<file path="src/rtl/servo_pkg.sv">
package servo_pkg;
   typedef enum logic [1:0] {
      MODE_LOCK = 2'd0,
      MODE_ALT  = 2'd1,
      MODE_RAMP = 2'd2,
      MODE_RSVD = 2'd3
   } servo_mode_e;
endpackage

</file>
<file path="src/rtl/servo_frame_ctl.sv">
module servo_frame_ctl (
   input  logic       clk_i,
   input  logic       rst_ni,
   input  logic [1:0] mode_i,
   input  logic       frame_i,
   output logic       clr_o,
   output logic       odd_o
);
   import servo_pkg::*;

   logic [1:0] mode_q;
   logic       par_q;

   // mode change restarts numbering at frame 0; a pulse in the same cycle counts
   assign clr_o = (mode_i != mode_q);
   assign odd_o = clr_o ? frame_i : (par_q ^ frame_i);

   always_ff @(posedge clk_i) begin
      if (!rst_ni) begin
         mode_q <= MODE_LOCK;
         par_q  <= 1'b0;
      end else begin
         mode_q <= mode_i;
         par_q  <= odd_o;
      end
   end
endmodule

</file>
<file path="src/rtl/servo_ramp_gen.sv">
module servo_ramp_gen #(
   parameter int DAC_W = 14,
   parameter int DIV_W = 8
) (
   input  logic             clk_i,
   input  logic             rst_ni,
   input  logic             en_i,
   input  logic             clr_i,
   input  logic             frame_i,
   input  logic [DAC_W-1:0] step_i,
   input  logic [DIV_W-1:0] div_i,
   output logic [DAC_W-1:0] ramp_o
);
   logic [DAC_W-1:0] ramp_q, ramp_n;
   logic [DIV_W-1:0] cnt_q, cnt_n;

   always_comb begin
      ramp_n = clr_i ? '0 : ramp_q;
      cnt_n  = clr_i ? '0 : cnt_q;
      if (en_i && frame_i) begin
         if (cnt_n == div_i) begin
            cnt_n  = '0;
            ramp_n = ramp_n + step_i;
         end else begin
            cnt_n = cnt_n + 1'b1;
         end
      end
   end

   assign ramp_o = ramp_n;

   always_ff @(posedge clk_i) begin
      if (!rst_ni) begin
         ramp_q <= '0;
         cnt_q  <= '0;
      end else begin
         ramp_q <= ramp_n;
         cnt_q  <= cnt_n;
      end
   end
endmodule

</file>
<file path="src/rtl/servo_int_bank.sv">
module servo_int_bank #(
   parameter int ROWS  = 41,
   parameter int ROW_W = 6,
   parameter int DAC_W = 14
) (
   input  logic             clk_i,
   input  logic             rst_ni,
   input  logic             clr_i,
   input  logic [ROW_W-1:0] rd_row_i,
   output logic [DAC_W-1:0] rd_data_o,
   input  logic             we_i,
   input  logic [ROW_W-1:0] wr_row_i,
   input  logic [DAC_W-1:0] wr_data_i
);
   logic [ROWS*DAC_W-1:0] flat;

   for (genvar g = 0; g < ROWS; g++) begin : g_row
      logic [DAC_W-1:0] cell_q;
      always_ff @(posedge clk_i) begin
         if (!rst_ni) begin
            cell_q <= '0;
         end else if (we_i && (wr_row_i == ROW_W'(g))) begin
            cell_q <= wr_data_i;
         end else if (clr_i) begin
            cell_q <= '0;
         end
      end
      assign flat[g*DAC_W +: DAC_W] = cell_q;
   end

   always_comb begin
      rd_data_o = '0;
      for (int r = 0; r < ROWS; r++) begin
         if (rd_row_i == ROW_W'(r)) rd_data_o = flat[r*DAC_W +: DAC_W];
      end
   end
endmodule

</file>
<file path="src/rtl/servo_update.sv">
module servo_update #(
   parameter int ERR_W  = 16,
   parameter int GAIN_W = 16,
   parameter int DAC_W  = 14,
   parameter int SHIFT  = 8
) (
   input  logic signed [ERR_W-1:0]  err_i,
   input  logic signed [GAIN_W-1:0] kp_i,
   input  logic signed [GAIN_W-1:0] ki_i,
   input  logic                     neg_i,
   input  logic        [DAC_W-1:0]  int_i,
   output logic        [DAC_W-1:0]  int_o,
   output logic        [DAC_W-1:0]  code_o
);
   localparam int PROD_W = ERR_W + GAIN_W;
   localparam int SUM_W  = PROD_W + 2;
   localparam logic signed [SUM_W-1:0] MAXV = SUM_W'((64'd1 << DAC_W) - 64'd1);

   logic signed [PROD_W-1:0] prod_i, prod_p;
   logic signed [SUM_W-1:0]  term_i, term_p, sum_int, sum_code;

   function automatic logic [DAC_W-1:0] sat(input logic signed [SUM_W-1:0] v);
      if (v < 0)         return '0;
      else if (v > MAXV) return MAXV[DAC_W-1:0];
      else               return v[DAC_W-1:0];
   endfunction

   always_comb begin
      prod_i   = ki_i * err_i;
      prod_p   = kp_i * err_i;
      term_i   = SUM_W'(prod_i) >>> SHIFT;
      term_p   = SUM_W'(prod_p) >>> SHIFT;
      if (neg_i) term_i = -term_i;
      sum_int  = $signed({{(SUM_W-DAC_W){1'b0}}, int_i}) + term_i;
      int_o    = sat(sum_int);
      sum_code = $signed({{(SUM_W-DAC_W){1'b0}}, int_o}) + term_p;
      code_o   = sat(sum_code);
   end
endmodule

</file>
<file path="src/rtl/row_servo.sv">
module row_servo #(
   parameter int ROWS   = 41,
   parameter int ERR_W  = 16,
   parameter int GAIN_W = 16,
   parameter int DAC_W  = 14,
   parameter int SHIFT  = 8,
   parameter int DIV_W  = 8,
   localparam int ROW_W = (ROWS > 1) ? $clog2(ROWS) : 1
) (
   input  logic              clk_i,
   input  logic              rst_ni,
   input  logic [1:0]        mode_i,
   input  logic              frame_i,
   input  logic              row_vld_i,
   input  logic [ROW_W-1:0]  row_i,
   input  logic [ERR_W-1:0]  err_i,
   input  logic [GAIN_W-1:0] kp_i,
   input  logic [GAIN_W-1:0] ki_i,
   input  logic [DAC_W-1:0]  ramp_step_i,
   input  logic [DIV_W-1:0]  ramp_div_i,
   output logic              fb_vld_o,
   output logic [ROW_W-1:0]  fb_row_o,
   output logic [DAC_W-1:0]  fb_code_o
);
   import servo_pkg::*;

   if (ROWS < 2)                   begin : g_bad_rows  $error("ROWS must be at least 2");        end
   if (SHIFT >= ERR_W + GAIN_W)    begin : g_bad_shift $error("SHIFT exceeds product width");    end
   if (DAC_W < 2 || DAC_W > 30)    begin : g_bad_dac   $error("DAC_W out of supported range");   end
   if (DIV_W < 1)                  begin : g_bad_div   $error("DIV_W must be at least 1");       end

   logic row_ok;
   if (ROWS == (1 << ROW_W)) begin : g_full_range
      assign row_ok = 1'b1;
   end else begin : g_part_range
      localparam logic [ROW_W:0] ROWS_C = ROWS[ROW_W:0];
      assign row_ok = ({1'b0, row_i} < ROWS_C);
   end

   logic             visit, is_ramp, is_alt, clr, odd;
   logic [DAC_W-1:0] int_rd, int_old, int_new, code, ramp;

   assign visit   = row_vld_i && row_ok;
   assign is_ramp = (mode_i == MODE_RAMP);
   assign is_alt  = (mode_i == MODE_ALT);

   servo_frame_ctl frame_i0 (
      .clk_i   (clk_i),
      .rst_ni  (rst_ni),
      .mode_i  (mode_i),
      .frame_i (frame_i),
      .clr_o   (clr),
      .odd_o   (odd)
   );

   servo_ramp_gen #(.DAC_W(DAC_W), .DIV_W(DIV_W)) ramp_i0 (
      .clk_i   (clk_i),
      .rst_ni  (rst_ni),
      .en_i    (is_ramp),
      .clr_i   (clr),
      .frame_i (frame_i),
      .step_i  (ramp_step_i),
      .div_i   (ramp_div_i),
      .ramp_o  (ramp)
   );

   servo_int_bank #(.ROWS(ROWS), .ROW_W(ROW_W), .DAC_W(DAC_W)) bank_i0 (
      .clk_i     (clk_i),
      .rst_ni    (rst_ni),
      .clr_i     (clr),
      .rd_row_i  (row_i),
      .rd_data_o (int_rd),
      .we_i      (visit && !is_ramp),
      .wr_row_i  (row_i),
      .wr_data_i (int_new)
   );

   assign int_old = clr ? '0 : int_rd;

   servo_update #(.ERR_W(ERR_W), .GAIN_W(GAIN_W), .DAC_W(DAC_W), .SHIFT(SHIFT)) upd_i0 (
      .err_i  ($signed(err_i)),
      .kp_i   ($signed(kp_i)),
      .ki_i   ($signed(ki_i)),
      .neg_i  (is_alt && odd),
      .int_i  (int_old),
      .int_o  (int_new),
      .code_o (code)
   );

   always_ff @(posedge clk_i) begin
      if (!rst_ni) begin
         fb_vld_o  <= 1'b0;
         fb_row_o  <= '0;
         fb_code_o <= '0;
      end else begin
         fb_vld_o <= visit;
         if (visit) begin
            fb_row_o  <= row_i;
            fb_code_o <= is_ramp ? ramp : code;
         end
      end
   end
endmodule

</file>
<file path="config.mk">
export PLATFORM = sky130hd
export DESIGN_NAME = row_servo
export DESIGN_NICKNAME = d
export VERILOG_FILES = /design/src/rtl/servo_pkg.sv /design/src/rtl/servo_frame_ctl.sv /design/src/rtl/servo_ramp_gen.sv /design/src/rtl/servo_int_bank.sv /design/src/rtl/servo_update.sv /design/src/rtl/row_servo.sv
export SDC_FILE = /design/constraint.sdc
export NUM_CORES = 2
export LEC_CHECK = 0
export BUFFER_PORTS_ARGS = -buffer_cell sky130_fd_sc_hd__buf_2
export CORE_ASPECT_RATIO = 2
export CORE_MARGIN = 1.5
export CORE_UTILIZATION = 50
export CTS_CLUSTER_SIZE = 40
export DETAILED_ROUTE_END_ITERATION = 6
export PLACE_DENSITY = 0.76
export SLEW_MARGIN = 0
export SYNTH_ARGS = -nofsm -noshare
export SYNTH_HDL_FRONTEND = slang
export SYNTH_HIERARCHICAL = 1
export SYNTH_SLANG_ARGS = --single-unit
export TNS_END_PERCENT = 20
</file>
<file path="constraint.sdc">
create_clock -name clk_i -period 20.9 [get_ports clk_i]
set_input_delay 4.18 -clock clk_i [delete_from_list [all_inputs] [get_ports clk_i]]
set_output_delay 4.18 -clock clk_i [all_outputs]
set_load 0.01 [all_outputs]
</file>
# == After elaboration in Yosys (flattened, before gate mapping) ==
# Index checks and enable logic that the tools add are counted.
# word_totals
reg_bits,620
input_bits,82
# op_classes
addsub,5
mul,2
magnitude_cmp,5
n_eq_ne,44
muxes,97
n_bitwise,1
n_reduce_logical,88
# ops
cell,n
$mux 14,92
$eq 6x5->1 const B,16
$reduce_bool 2->1,41
$gt 34x15->1 const B,2
$lt 34x1->1 const B,2
$mul 16x16->32,2
$eq 6x6->1 const B,9
$eq 6x4->1 const B,8
$logic_and 1x1->1,45
$add 15x34->34,1
$mux 34,1
$neg 24->34,1
$add 15x24->25,1
$eq 6x3->1 const B,4
$mux 8,3
$add 14x14->14,1
$eq 6x2->1 const B,2
$add 8x1->8 const B,1
$eq 8x8->1,1
$eq 6x1->1 const B,1
$logic_not 6->1,1
$lt 6x6->1 const B,1
$eq 2x1->1 const B,1
$eq 2x2->1 const B,1
other kinds (4),4

# == Logic depth before layout (Yosys ltp) ==
# logic_depth
depth_word,52
ltp_mapped,58
depth_no_buf,53

# == Cells and area by module ==
# The synthesis kept the hierarchy.
# modules_own_cells
mod,n_inst,cells_each,area_per_inst_um2
servo_int_bank,1,3617,30250.3
servo_update,1,2709,23282.3
servo_ramp_gen,1,226,1820.5
row_servo,1,116,1053.5
servo_frame_ctl,1,13,128.9

# == Worst setup path after synthesis ==
# No wires, ideal clock.
# synth_path
path_kind,input to register
from,in ki_i[10]
to,reg fb_code_o[10]
setup_ns,0.116
arrival_ns,15.840
slack_ns,4.944
cell_stages,52
path_buffers,5
path_cell_list,clkbuf_1 nand2_1 fa_1 fa_1 fa_1 fa_1 inv_1 fa_1 inv_1 fa_1 inv_1 ha_1 buf_4 and4_4 o211ai_1 a2bb2oi_1 or3_4 a2111oi_4 (+16 left out) clkbuf_1 clkbuf_1 a21oi_1 ha_1 a21oi_1 o21bai_1 or2_2 a211oi_2 nor4_2 or4_1 o211a_1 and4b_1 o2111a_2 buf_8 a21oi_2 mux2i_1 nand2_1 o211a_1
# synth_between
elab_chain_cells,12
# synth_lines
item,line_no,rtl
start: declaration,row_servo.sv:18,"input logic [GAIN_W-1:0] ki_i,"
$mul 16x16->32 *,servo_update.sv:29,prod_i = ki_i * err_i;
$neg 24->34,servo_update.sv:33,if (neg_i) term_i = -term_i;
$mux 34 *,servo_update.sv:33,
$add 15x34->34 *,servo_update.sv:34,"sum_int = $signed({{(SUM_W-DAC_W){1'b0}}, int_i}) + term_i;"
$gt 34x15->1,servo_update.sv:24,else if (v > MAXV) return MAXV[DAC_W-1:0];
$mux 14,servo_update.sv:24,
$mux 14 *,servo_update.sv:23,if (v < 0) return '0;
via int_new[2],row_servo.sv:41,"logic [DAC_W-1:0] int_rd, int_old, int_new, code, ramp;"
$add 15x24->25 *,servo_update.sv:36,"sum_code = $signed({{(SUM_W-DAC_W){1'b0}}, int_o}) + term_p;"
$gt 34x15->1,servo_update.sv:24,
$mux 14,servo_update.sv:24,
$mux 14 *,servo_update.sv:23,
via code[10],row_servo.sv:41,
$mux 14 *,row_servo.sv:99,fb_code_o <= is_ramp ? ramp : code;
end signal: assignment,row_servo.sv:99,
end: declaration,row_servo.sv:23,output logic [DAC_W-1:0] fb_code_o
# The timed path passes the listed nets; every way through them passes the cells marked *.
# A chain may end at the register's enable or synchronous reset.

# == Worst setup path after layout ==
# layout_path
from,in err_i[15]
to,reg fb_code_o[13]
# layout_between
elab_chain_cells,12
# layout_lines
item,line_no,rtl
start: declaration,row_servo.sv:16,"input logic [ERR_W-1:0] err_i,"
$mul 16x16->32 *,servo_update.sv:29,
$neg 24->34,servo_update.sv:33,
$mux 34 *,servo_update.sv:33,
$add 15x34->34 *,servo_update.sv:34,
$gt 34x15->1,servo_update.sv:24,
$mux 14,servo_update.sv:24,
$mux 14 *,servo_update.sv:23,
via int_new[12],row_servo.sv:41,
$add 15x24->25 *,servo_update.sv:36,
$gt 34x15->1,servo_update.sv:24,
$mux 14,servo_update.sv:24,
$mux 14 *,servo_update.sv:23,
via code[13],row_servo.sv:41,
$mux 14 *,row_servo.sv:99,
# Marked as above.

==> results.md <==
- Fraction of layout cells with a size suffix above 1: 0.0761
- Port bufs: 102
- HPWL after detailed placement: 141000 um
- Largest net degree at the start of global routing: 234
- Startpoint Class: input port
- Core area: 0.112 mm^2
- Fin nets: 7220
- Clock sinks: 620
- Fin crit share: 0.847
- Critical path class: input port to flop
- Worst Path Arrival: 18250 ps
- Clk_skew: 50.9 ps
- Setup violators final: 0
- H-tree Lvls: 2
- Clock latency on the worst-skew pair: 700 ps
- Area share of the largest cell type after synthesis: 0.220
- Worst-margin pin slew: 1370 ps
- Initial Util: 0.503
- Register area share after synthesis: 0.220
- Max Slew Vio Count: 0
- Worst Path Required: 21460 ps
- Area contributors post-synth: dfxtp_1 (22%), fa_1 (19%), a21oi_1 (4.9%)
- Setup TNS: 0 ps
- DRC viols: 3
- Routed via count: 49700
- Drt first pass iters: 7
- PostCTS Resize Cnt: 0
- Initial antenna violation count: 19
- CP Max Fanout: 42
- Max Clk Rate: 56.5 MHz
- Hold buffers post-CTS: 0
- Mapped Nets: 7488
- Area Overhead vs Synth: 5.29%
- DRT iter0 DRCs: 4828
- Synth area leader: dfxtp_1
- Reg2Reg Setup Slack: 9920 ps
- Max clock buf depth: 3
- Register bit count reported by yosys: 620
- Wire per inst: 25.8 um
- # rows: 174
- CP max-delay cell: a2111oi_0
- CTS tree: built
- Async set-or-reset flop fraction in the synthesized netlist: 0
- Yosys warnings: 6
- Slew HR: 0.0742
- Final period demand of the worst path: 17700 ps
- Die area: 0.115 mm^2
- Violated checks: design-rule violations
- Distinct cells, synth: 134
- Die height: 479 um
- RSZ-0062 raised after global routing: false
- Detail Route Antenna Nets: 0
- Vias/cell: 6.25
- Routability cong.: 0.991
- Clk root buf: clkbuf_16
- Critical Path Max Stage Delay: 630 ps
- Post-synth top flop: dfxtp_1
- Vias in the first global route: 51100
- IO Pins: 103
- Tightest Hold Check Type: flop to flop
- Status: complete, but fails checks
- First-pass GRT wire length: 309000 um
- Mapped Cells: 6681
- Synthesized area per cell: 8.46 um^2
- CP Capture Type: flop
- Clock Pin Slew Worst Setup and Hold Paths: 70 ps
- Clock buffer count from CTS: 53
- Final hold violations: 0
- Max-cap violations: 0
- Post-Syn Area: 0.0565 mm^2
- Post-CTS setup buffer count: 0
- Cell mode on critical path: fa_1
- Die Span X: 241 um
- Final WL: 205000 um
- Number of enable flip-flop cells after synthesis: 0
- Fill cells: 10300
- Overall global routing resource usage: 0.357
- GRT overflow: 0
cell usage in the layout, fill, tap and decap left out, types with 97 or more instances in the layout:
master and instances:
and2_1 245, nor2_1 181, nor3b_1 333, nand2_1 707, fa_1 525, buf_4 97
nand3b_1 238, a21oi_1 537, ha_1 200, o21ai_0 168, inv_1 619, dfxtp_1 620
buf_2 99, nor2b_1 384, a21boi_0 243
synth_stat cells, drive strengths merged (27+ instances only):
| library cell | count |
|---|---|
| and2 | 248 |
| o21ai | 189 |
| a21boi | 243 |
| nor2b | 387 |
| a21o | 39 |
| xnor2 | 86 |
| a21oi | 566 |
| a31oi | 41 |
| o211ai | 31 |
| inv | 620 |
| fa | 525 |
| mux4 | 28 |
| mux2i | 82 |
| clkbuf | 392 |
| o31ai | 27 |
| nand2 | 710 |
| ha | 200 |
| nand3b | 238 |
| nor2 | 208 |
| a22oi | 30 |
| nand4 | 28 |
| xor2 | 40 |
| nand2b | 36 |
| dfxtp | 620 |
| nor3b | 334 |
| nor3 | 60 |
| buf | 136 |
| nand3 | 77 |
| a211oi | 29 |
| mux2 | 46 |
| o22ai | 45 |
cells by family (layout without fill, tap and decap cells):
group | after synthesis | count (layout) | share of synthesized area
buf+inv | 1149 | 919 | 0.0822
simple gates | 2446 | 2446 | 0.245
fa+ha+maj | 725 | 725 | 0.230
other cells | 0 | 6 | 0
flops | 620 | 620 | 0.220
xor+xnor | 127 | 127 | 0.0199
mux | 156 | 156 | 0.0352
compound gates | 1458 | 1458 | 0.168
per-layer routing:
layer | up-vias | part of all wire | GRT usage
met5 | - | 0.00082 | 0
met4 | 24 | 0.12 | 0.364
met3 | 1071 | 0.083 | 0.0955
met2 | 2457 | 0.48 | 0.598
met1 | 24300 | 0.31 | 0.344
li1 | 21900 | - | -
path summary, 6_finish.rpt:
kind                                                start                         end  cells past startpoint
setup reg to reg  bank_i0/g_row[3].cell_q[3]$_SDFFE_PN0P_  fb_code_o[13]$_SDFFE_PN0P_                     36
setup / recovery                                err_i[15]  fb_code_o[13]$_SDFFE_PN0P_                     46
hold reg to reg                  fb_row_o[4]$_SDFFE_PN0P_    fb_row_o[4]$_SDFFE_PN0P_                      2
hold / removal                   fb_row_o[4]$_SDFFE_PN0P_    fb_row_o[4]$_SDFFE_PN0P_                      2
per-stage QoR:
stage / utilization / setup slack [ps] / cells / hold slack (ps) / instance area, um^2
6_report: 0.530 / 3200 / 7953 / 469 / 59500
5_1_grt: 0.530 / 2430 / 7949 / 517 / 59500
4_1_cts: 0.529 / 3540 / 7943 / 469 / 59500
3_5_place_dp: 0.513 / 2970 / 7850 / 458 / 57700
3_3_place_gp: 0.513 / 3030 / 7850 / 445 / 57700
2_1_floorplan: - / 4940 / 6681 / 465 / 56500
worst max-delay path, delay by kind of cell:
kind	cells	cell delay, ps
compound gates	22	6200
fa+ha+maj	9	4140
buf+inv	7	2040
simple gates	6	1170
xor+xnor	1	230
mux	1	190
flip-flops by register name, summed over array words and instances, names as in the netlist:
| signal | flops |
|---|---|
| frame_i0/mode_q | 2 |
| frame_i0/par_q | 1 |
| bank_i0/g_row.cell_q | 574 |
| fb_row_o | 6 |
| fb_vld_o | 1 |
| fb_code_o | 14 |
| ramp_i0/cnt_q | 8 |
| ramp_i0/ramp_q | 14 |
area by class of cell:
type / instances / area [um^2] / area share
Antenna cell: 6 / 15.0 / 0.000252
Clock buffer: 75 / 1490 / 0.0250
Clock inverter: 18 / 280 / 0.00471
Inverter: 621 / 2330 / 0.0392
Multi-Input combinational cell: 4912 / 39800 / 0.668
Sequential cell: 620 / 12400 / 0.209
Tap cell: 1496 / 1870 / 0.0314
Timing Repair Buffer: 205 / 1360 / 0.0228
Power is not shown: default switching activity piles up to over one toggle a cycle in this logic, so the estimate is an artifact.
